[src/rtl/trap_pkg.sv]
package trap_pkg;
  localparam int NSRC = 3;
  typedef enum logic [1:0] {
    SRC_STK = 2'd0,
    SRC_ILL = 2'd1,
    SRC_SWI = 2'd2
  } trap_src_e;
endpackage

[src/rtl/trap_arbiter.sv]
module trap_arbiter #(
  parameter int N      = 3,
  parameter int ADDR_W = 16,
  parameter logic [N-1:0][ADDR_W-1:0] VEC_TAB = '0
) (
  input  logic [N-1:0]      raw_i,
  output logic [N-1:0]      grant_o,
  output logic [ADDR_W-1:0] vec_o
);
  // Lowest index wins: isolate the lowest set bit.
  assign grant_o = raw_i & (~raw_i + N'(1));

  logic [N:0][ADDR_W-1:0] acc;
  assign acc[0] = '0;
  for (genvar g = 0; g < N; g++) begin : g_vec
    assign acc[g+1] = acc[g] | (grant_o[g] ? VEC_TAB[g] : '0);
  end
  assign vec_o = acc[N];
endmodule

[src/rtl/trap_ret_sel.sv]
module trap_ret_sel
  import trap_pkg::*;
#(
  parameter int ADDR_W = 16
) (
  input  logic [NSRC-1:0]   grant_i,
  input  logic [ADDR_W-1:0] fetch_pc_i,
  input  logic [ADDR_W-1:0] resume_pc_i,
  input  logic              vec_slot_i,
  input  logic              rep_active_i,
  output logic [ADDR_W-1:0] ret_pc_o,
  output logic              squash_o,
  output logic              mask_o
);
  always_comb begin
    ret_pc_o = '0;
    squash_o = 1'b0;
    mask_o   = 1'b0;
    if (grant_i[SRC_STK]) begin
      ret_pc_o = fetch_pc_i;
    end else if (grant_i[SRC_ILL]) begin
      if (vec_slot_i) begin
        ret_pc_o = resume_pc_i;
      end else if (rep_active_i) begin
        ret_pc_o = fetch_pc_i + ADDR_W'(2);
        squash_o = 1'b1;
      end else begin
        ret_pc_o = fetch_pc_i;
      end
    end else if (grant_i[SRC_SWI]) begin
      ret_pc_o = fetch_pc_i + ADDR_W'(1);
      mask_o   = 1'b1;
    end
  end
endmodule

[src/rtl/sync_trap_unit.sv]
module sync_trap_unit
  import trap_pkg::*;
#(
  parameter int ADDR_W = 16,
  parameter logic [NSRC-1:0][ADDR_W-1:0] VEC_TAB = {16'h0006, 16'h0004, 16'h0002}
) (
  input  logic              clk,
  input  logic              rst,
  input  logic              stk_ovf_i,
  input  logic              stk_unf_i,
  input  logic              ill_op_i,
  input  logic              swi_op_i,
  input  logic [ADDR_W-1:0] fetch_pc_i,
  input  logic [ADDR_W-1:0] resume_pc_i,
  input  logic              vec_slot_i,
  input  logic              rep_active_i,
  output logic [NSRC-1:0]   trap_req_o,
  output logic [ADDR_W-1:0] trap_vec_o,
  output logic [ADDR_W-1:0] push_pc_o,
  output logic              mask_l3_o,
  output logic              squash_next_o
);
  logic [NSRC-1:0]   raw, grant;
  logic [ADDR_W-1:0] vec_c, ret_c;
  logic              squash_c, mask_c;
  logic              holdoff;

  // Cycle after a request is spent inserting the vector.
  assign holdoff = |trap_req_o;

  always_comb begin
    raw          = '0;
    raw[SRC_STK] = stk_ovf_i | stk_unf_i;
    raw[SRC_ILL] = ill_op_i;
    raw[SRC_SWI] = swi_op_i;
    if (holdoff) raw = '0;
  end

  trap_arbiter #(.N(NSRC), .ADDR_W(ADDR_W), .VEC_TAB(VEC_TAB)) u_arb (
    .raw_i   (raw),
    .grant_o (grant),
    .vec_o   (vec_c)
  );

  trap_ret_sel #(.ADDR_W(ADDR_W)) u_ret (
    .grant_i      (grant),
    .fetch_pc_i   (fetch_pc_i),
    .resume_pc_i  (resume_pc_i),
    .vec_slot_i   (vec_slot_i),
    .rep_active_i (rep_active_i),
    .ret_pc_o     (ret_c),
    .squash_o     (squash_c),
    .mask_o       (mask_c)
  );

  always_ff @(posedge clk) begin
    if (rst) begin
      trap_req_o    <= '0;
      trap_vec_o    <= '0;
      push_pc_o     <= '0;
      mask_l3_o     <= 1'b0;
      squash_next_o <= 1'b0;
    end else begin
      trap_req_o    <= grant;
      trap_vec_o    <= vec_c;
      push_pc_o     <= ret_c;
      mask_l3_o     <= mask_c;
      squash_next_o <= squash_c;
    end
  end
endmodule

[config.mk]
export PLATFORM = sky130hd
export DESIGN_NAME = sync_trap_unit
export DESIGN_NICKNAME = d
export VERILOG_FILES = /design/src/rtl/trap_pkg.sv /design/src/rtl/trap_arbiter.sv /design/src/rtl/trap_ret_sel.sv /design/src/rtl/sync_trap_unit.sv
export SDC_FILE = /design/constraint.sdc
export NUM_CORES = 1
export LEC_CHECK = 0
export ABC_CLOCK_PERIOD_IN_PS = 1700
export BUFFER_PORTS_ARGS = -buffer_cell sky130_fd_sc_hd__buf_2
export CORE_MARGIN = 2
export CORE_UTILIZATION = 43
export DETAILED_ROUTE_END_ITERATION = 8
export HOLD_SLACK_MARGIN = 0.05
export PLACE_DENSITY = 0.73
export SLEW_MARGIN = 5
export SYNTH_ARGS = -nofsm -noshare
export SYNTH_HDL_FRONTEND = slang
export SYNTH_SLANG_ARGS = --single-unit
[constraint.sdc]
create_clock -name clk -period 1.7 [get_ports clk]
set_clock_uncertainty 0.05 [all_clocks]
set_input_delay 0.34 -clock clk [delete_from_list [all_inputs] [get_ports clk]]
set_output_delay 0.34 -clock clk [all_outputs]
set_load 0.01 [all_outputs]
# After elaboration in Yosys (flattened, before gate mapping)
# Cells that the tools add are included.
# classes
n_addsub	3
n_mux	11
n_bitwise	6
n_reduce_logical	3
# ops
operator	count
16-bit 2-to-1 mux	5
16-bit by 1-bit adder with 16-bit output, second input constant	1
16-bit by 2-bit adder with 16-bit output, second input constant	1
16-bit OR	1
16-bit by 3-bit OR with 16-bit output	1
3-bit 2-to-1 mux	3
3-bit OR reduction	2
4-bit OR reduction	1
3-bit by 1-bit adder with 3-bit output, second input constant	1
3-bit bitwise AND	1
3-bit NOT	1
1-bit 2-to-1 mux	2
2-bit 2-to-1 mux	1
1-bit NOT	1
1-bit OR	1
# word_totals
reg_bits	37
input_bits	40
out_inout_bits	37
word_cells	28

# Depth between registers and ports, before layout
# depth
ltp_word	8
depth_mapped	6
ltp_nobuf	6

# By module
# From an unflattened synthesis, not the netlist that was laid out.
# hier_totals
cells_unflattened	280
hier_area_um2	2416.1
# by_module_without_submodules
mod	n_inst	cells_each	area_each_um2	seq_area_each_um2
trap_ret_sel	1	177	1211.2	0.0
sync_trap_unit	1	81	1048.5	740.7
trap_arbiter	1	22	156.4	0.0

# Least setup slack after synthesis
# Ideal clock, no wire load.
# synth_timing
kind	in2reg
start	in fetch_pc_i[0]
end	reg push_pc_o[6]
setup_ns	0.133
t_arrival_ns	1.435
required_ns	1.517
path_slack_ns	0.082
cell_stages	6
n_path_buf	0
cell_sequence	ha_1 nand3_1 or2_2 a21o_1 a21oi_1 o22ai_1
# synth_via
elab_chain_cells	5
word_cells_on_any_way	7
cone_classes	add/sub (2); mux (5)
# synth_lines
item	line	rtl
start, declared	sync_trap_unit.sv:13	input logic [ADDR_W-1:0] fetch_pc_i,
16-bit by 2-bit adder with 16-bit output	trap_ret_sel.sv:25	ret_pc_o = fetch_pc_i + ADDR_W'(2);
16-bit 2-to-1 mux	trap_ret_sel.sv:24	end else if (rep_active_i) begin
16-bit 2-to-1 mux	trap_ret_sel.sv:22	if (vec_slot_i) begin
16-bit 2-to-1 mux (*)	trap_ret_sel.sv:21	end else if (grant_i[SRC_ILL]) begin
16-bit 2-to-1 mux (*)	trap_ret_sel.sv:19	if (grant_i[SRC_STK]) begin
end signal, assigned	sync_trap_unit.sv:66	push_pc_o <= ret_c;
end, declared	sync_trap_unit.sv:19	output logic [ADDR_W-1:0] push_pc_o,
# Mark *: on every way between the ends. The rest lies on a longest branch, timed or not.
# A chain may end at the register's enable or synchronous reset.

# Final worst setup path
# layout_timing
start	reg trap_req_o[2]
end	reg push_pc_o[3]
# layout_via
elab_chain_cells	8
# layout_lines
item	line	rtl
start, declared	sync_trap_unit.sv:17	output logic [NSRC-1:0] trap_req_o,
start signal, assigned	sync_trap_unit.sv:64	trap_req_o <= grant;
3-bit OR reduction (*)	sync_trap_unit.sv:29	assign holdoff = |trap_req_o;
3-bit 2-to-1 mux (*)	sync_trap_unit.sv:36	if (holdoff) raw = '0;
3-bit NOT	trap_arbiter.sv:11	assign grant_o = raw_i & (~raw_i + N'(1));
3-bit by 1-bit adder with 3-bit output	trap_arbiter.sv:11	
3-bit bitwise AND (*)	trap_arbiter.sv:11	
16-bit 2-to-1 mux	trap_ret_sel.sv:30	end else if (grant_i[SRC_SWI]) begin
16-bit 2-to-1 mux	trap_ret_sel.sv:21	
16-bit 2-to-1 mux (*)	trap_ret_sel.sv:19	
# Marked as above.

==> impl_metrics.ini <==
[cells_and_area]
nets = 352
diodes = 0
fin_area_sq_um = 2240
fin_util_pct = 56.5
drive_above_1_share_pct = 32.4
area_growth_pct = 27.2

[yosys]
yosysMostFrequentCell = dfxtp_1
synth_area_leader_cell = dfxtp_1
synth_top_cell_area_share_pct = 26.1
syn_area_per_cell_sq_um = 7.47
seq_area_frac_synth_pct = 26.1
synthArstFlopShare_pct = 0
synth_warnings = 0
synth_mux_area_share_pct = 2.84
synth_cells = 236
yosys.area_share.simple_pct = 28.7
netlist_area_sq_um = 1760
synth-edff-count = 0
synthXorXnorAreaFrac_pct = 6.46
yosys-top-cells-area = dfxtp_1 26%, buf_4 7.7%, a21oi_1 5.4%
synth_common_cells = 23 x dfxtp_1, 19 x a21oi_1, 19 x o21ai_0, 18 x buf_4, 16 x inv_1
synth_top_family_by_area = simple AND/OR/NAND/NOR gates
synth-adder-area-share_pct = 1.42
synth-compound-area-share_pct = 20.1
netlist-cell-type-count = 45
yosys_register_bits = 23
synth_flop_cell = dfxtp_1

[timing]
setup_viol = 0
drv_slew = 0
post-route-min-period_ns = 1.58
fmax_mhz = 633
min_period_over_period_pct = 93.0
finalWorstSetupSlack_ns = 0.119
hold_viol_final = 0

[flow_run]
drv_cap = 0

[place]
placement.cell_area_sq_um = 2150
pre_cts_slack_ns = -0.0589
port-buffer-count = 62
routabilityCongestion = 0.862
dp_hpwl_microns = 3660

[die]
rows = 23
initial_core_util_pct = 44.4
fp.dieH_microns = 68.0
core_sq_um = 3970
die_area_sq_um = 4630
ios = 77
die_w_microns = 68.0

[grt]
antenna_found_initial = 0
grt_max_degree = 26
grt-ovfl-total = 0
track_usage_pct = 21.6
grt_pass1_wl_microns = 7720
grt_pass1_vias = 1708

[drt]
wl_microns = 4910
postRouteAntennaNets = 0
drt_iter0_drc = 115
vias_per_cell = 5.48
vias = 1966
first_pass_iters = 6
drc = 0
avgRoutedWirePerCell_microns = 13.7

[status]
status = finished, final reports clean

[setup_path]
start_kind = flop
critPathMaxFanout = 5
path_class = reg2reg
crit_path_end_kind = flop
timing.rr.start = trap_req_o[2]
cp-startpoint = trap_req_o[2]
crit_arrival_ns = 1.70
required_ns = 1.82

[hold_path]
hp-start = resume_pc_i[6]
min_path_type = in2reg

[power]
combPwrFrac_pct = 30.1
seq_power_share_pct = 43.7
power.internal_uw = 909
power_density_nw_per_um2 = 596
swShare_pct = 31.9
power_leakage_uw = 0.00108
ir_drop_v = 0.000279
clkPwrFrac_pct = 26.2
p_sw_uw = 426

[cts]
numCtsBuffers = 3
holdBufCountCts = 0
clockBufferDepth = 2
cts.sinks = 23
path_clk_slew_ns = 0.08
clk-insertion-delay-late_ns = 0.26
htreeDepth = 1
cts_tree = done
cts_root_buf = clkbuf_8
-- registers in the layout, summed over array words and instances, names as in the netlist --
name           cells
mask_l3_o          1
squash_next_o      1
trap_vec_o         2
trap_req_o         3
push_pc_o         16
-- layer usage --
layer  vias to the layer above  part of all wire, %  wire, microns  track usage (%)
li1                        961                    -              -                -
met1                       858                   43           2100             28.5
met2                       125                   46           2280             37.1
met3                        22                  8.9            438             2.47
met4                         0                  1.8             87             5.50
met5                         -                    0              0                0
-- path summary, 6_finish.rpt --
| check | slack, ns | end | cells past startpoint |
|---|---|---|---|
| setup / recovery | 0.12 | push_pc_o[3] | 5 |
| hold / removal | 0.31 | push_pc_o[6] | 3 |
| setup reg to reg | 0.12 | push_pc_o[3] | 5 |
| hold reg to reg | 0.76 | push_pc_o[3] | 4 |
-- critical path, stage by stage (launching register included) --
cell and delay [ns]:
dfxtp_1 0.34, nor3_4 0.27, buf_4 0.16, nor2b_1 0.35
a21oi_1 0.08, o32ai_1 0.25
-- stage by stage --
stage,setup TNS [ns],std cells,hold slack (ns),power (uW)
finish,0,359,0.313,1340
global route,-0.0186,359,0.310,1420
CTS,0,356,0.314,1330
detailed placement,-0.0950,352,0.591,976
global placement,0,352,0.581,972
floorplan,0,249,0.383,846
-- power groups by stage --
stage	logic, uW	clock network (uW)	registers [uW]
after global routing	444	382	588
after detailed placement	378	0	597
after global placement	375	0	597
final	402	350	584
after CTS	382	358	585
after floorplan	229	0	617
-- cell families (layout without fill, tap and decap cells) --
kind of cell | count (synthesis) | after routing
compound gates | 60 | 60
xor+xnor | 13 | 13
fa+ha+maj | 2 | 2
buf+inv | 46 | 106
flops | 23 | 23
mux | 5 | 5
other cells | 1 | 14
simple gates | 86 | 86
-- cells in the final DEF (no fill, tap or decap), drive strengths merged, types with 2 or more instances in the layout --
cell type,instances
conb,14
dfxtp,23
a21oi,19
xnor2,5
ha,2
nor3,13
clkbuf,4
mux2i,5
and3,2
o22ai,5
nor2,14
nor3b,3
nand2,16
buf,86
nor2b,2
nor4,8
nand2b,2
and4,2
nand4,10
a21o,3
a31oi,4
o21ai,20
xor2,8
a32oi,2
inv,16
nand3,12
-- final cells by class --
class	instances	area, sq um
fill	397	1730
multi-input combinational	180	1120
timing repair buffer	86	490
sequential	23	460
tap	50	62.6
inverter	16	60.1
clock buffer	4	45.0
-- timing repair --
item | in CTS | in global routing
resized for setup | 1 | 2
endpoints found under the hold margin | 0 | 0
setup endpoints to repair | 2 | 7
pin swaps | 0 | 1
setup buffers | 0 | 3
No activity file was read; power rests on OpenSTA's default activity.
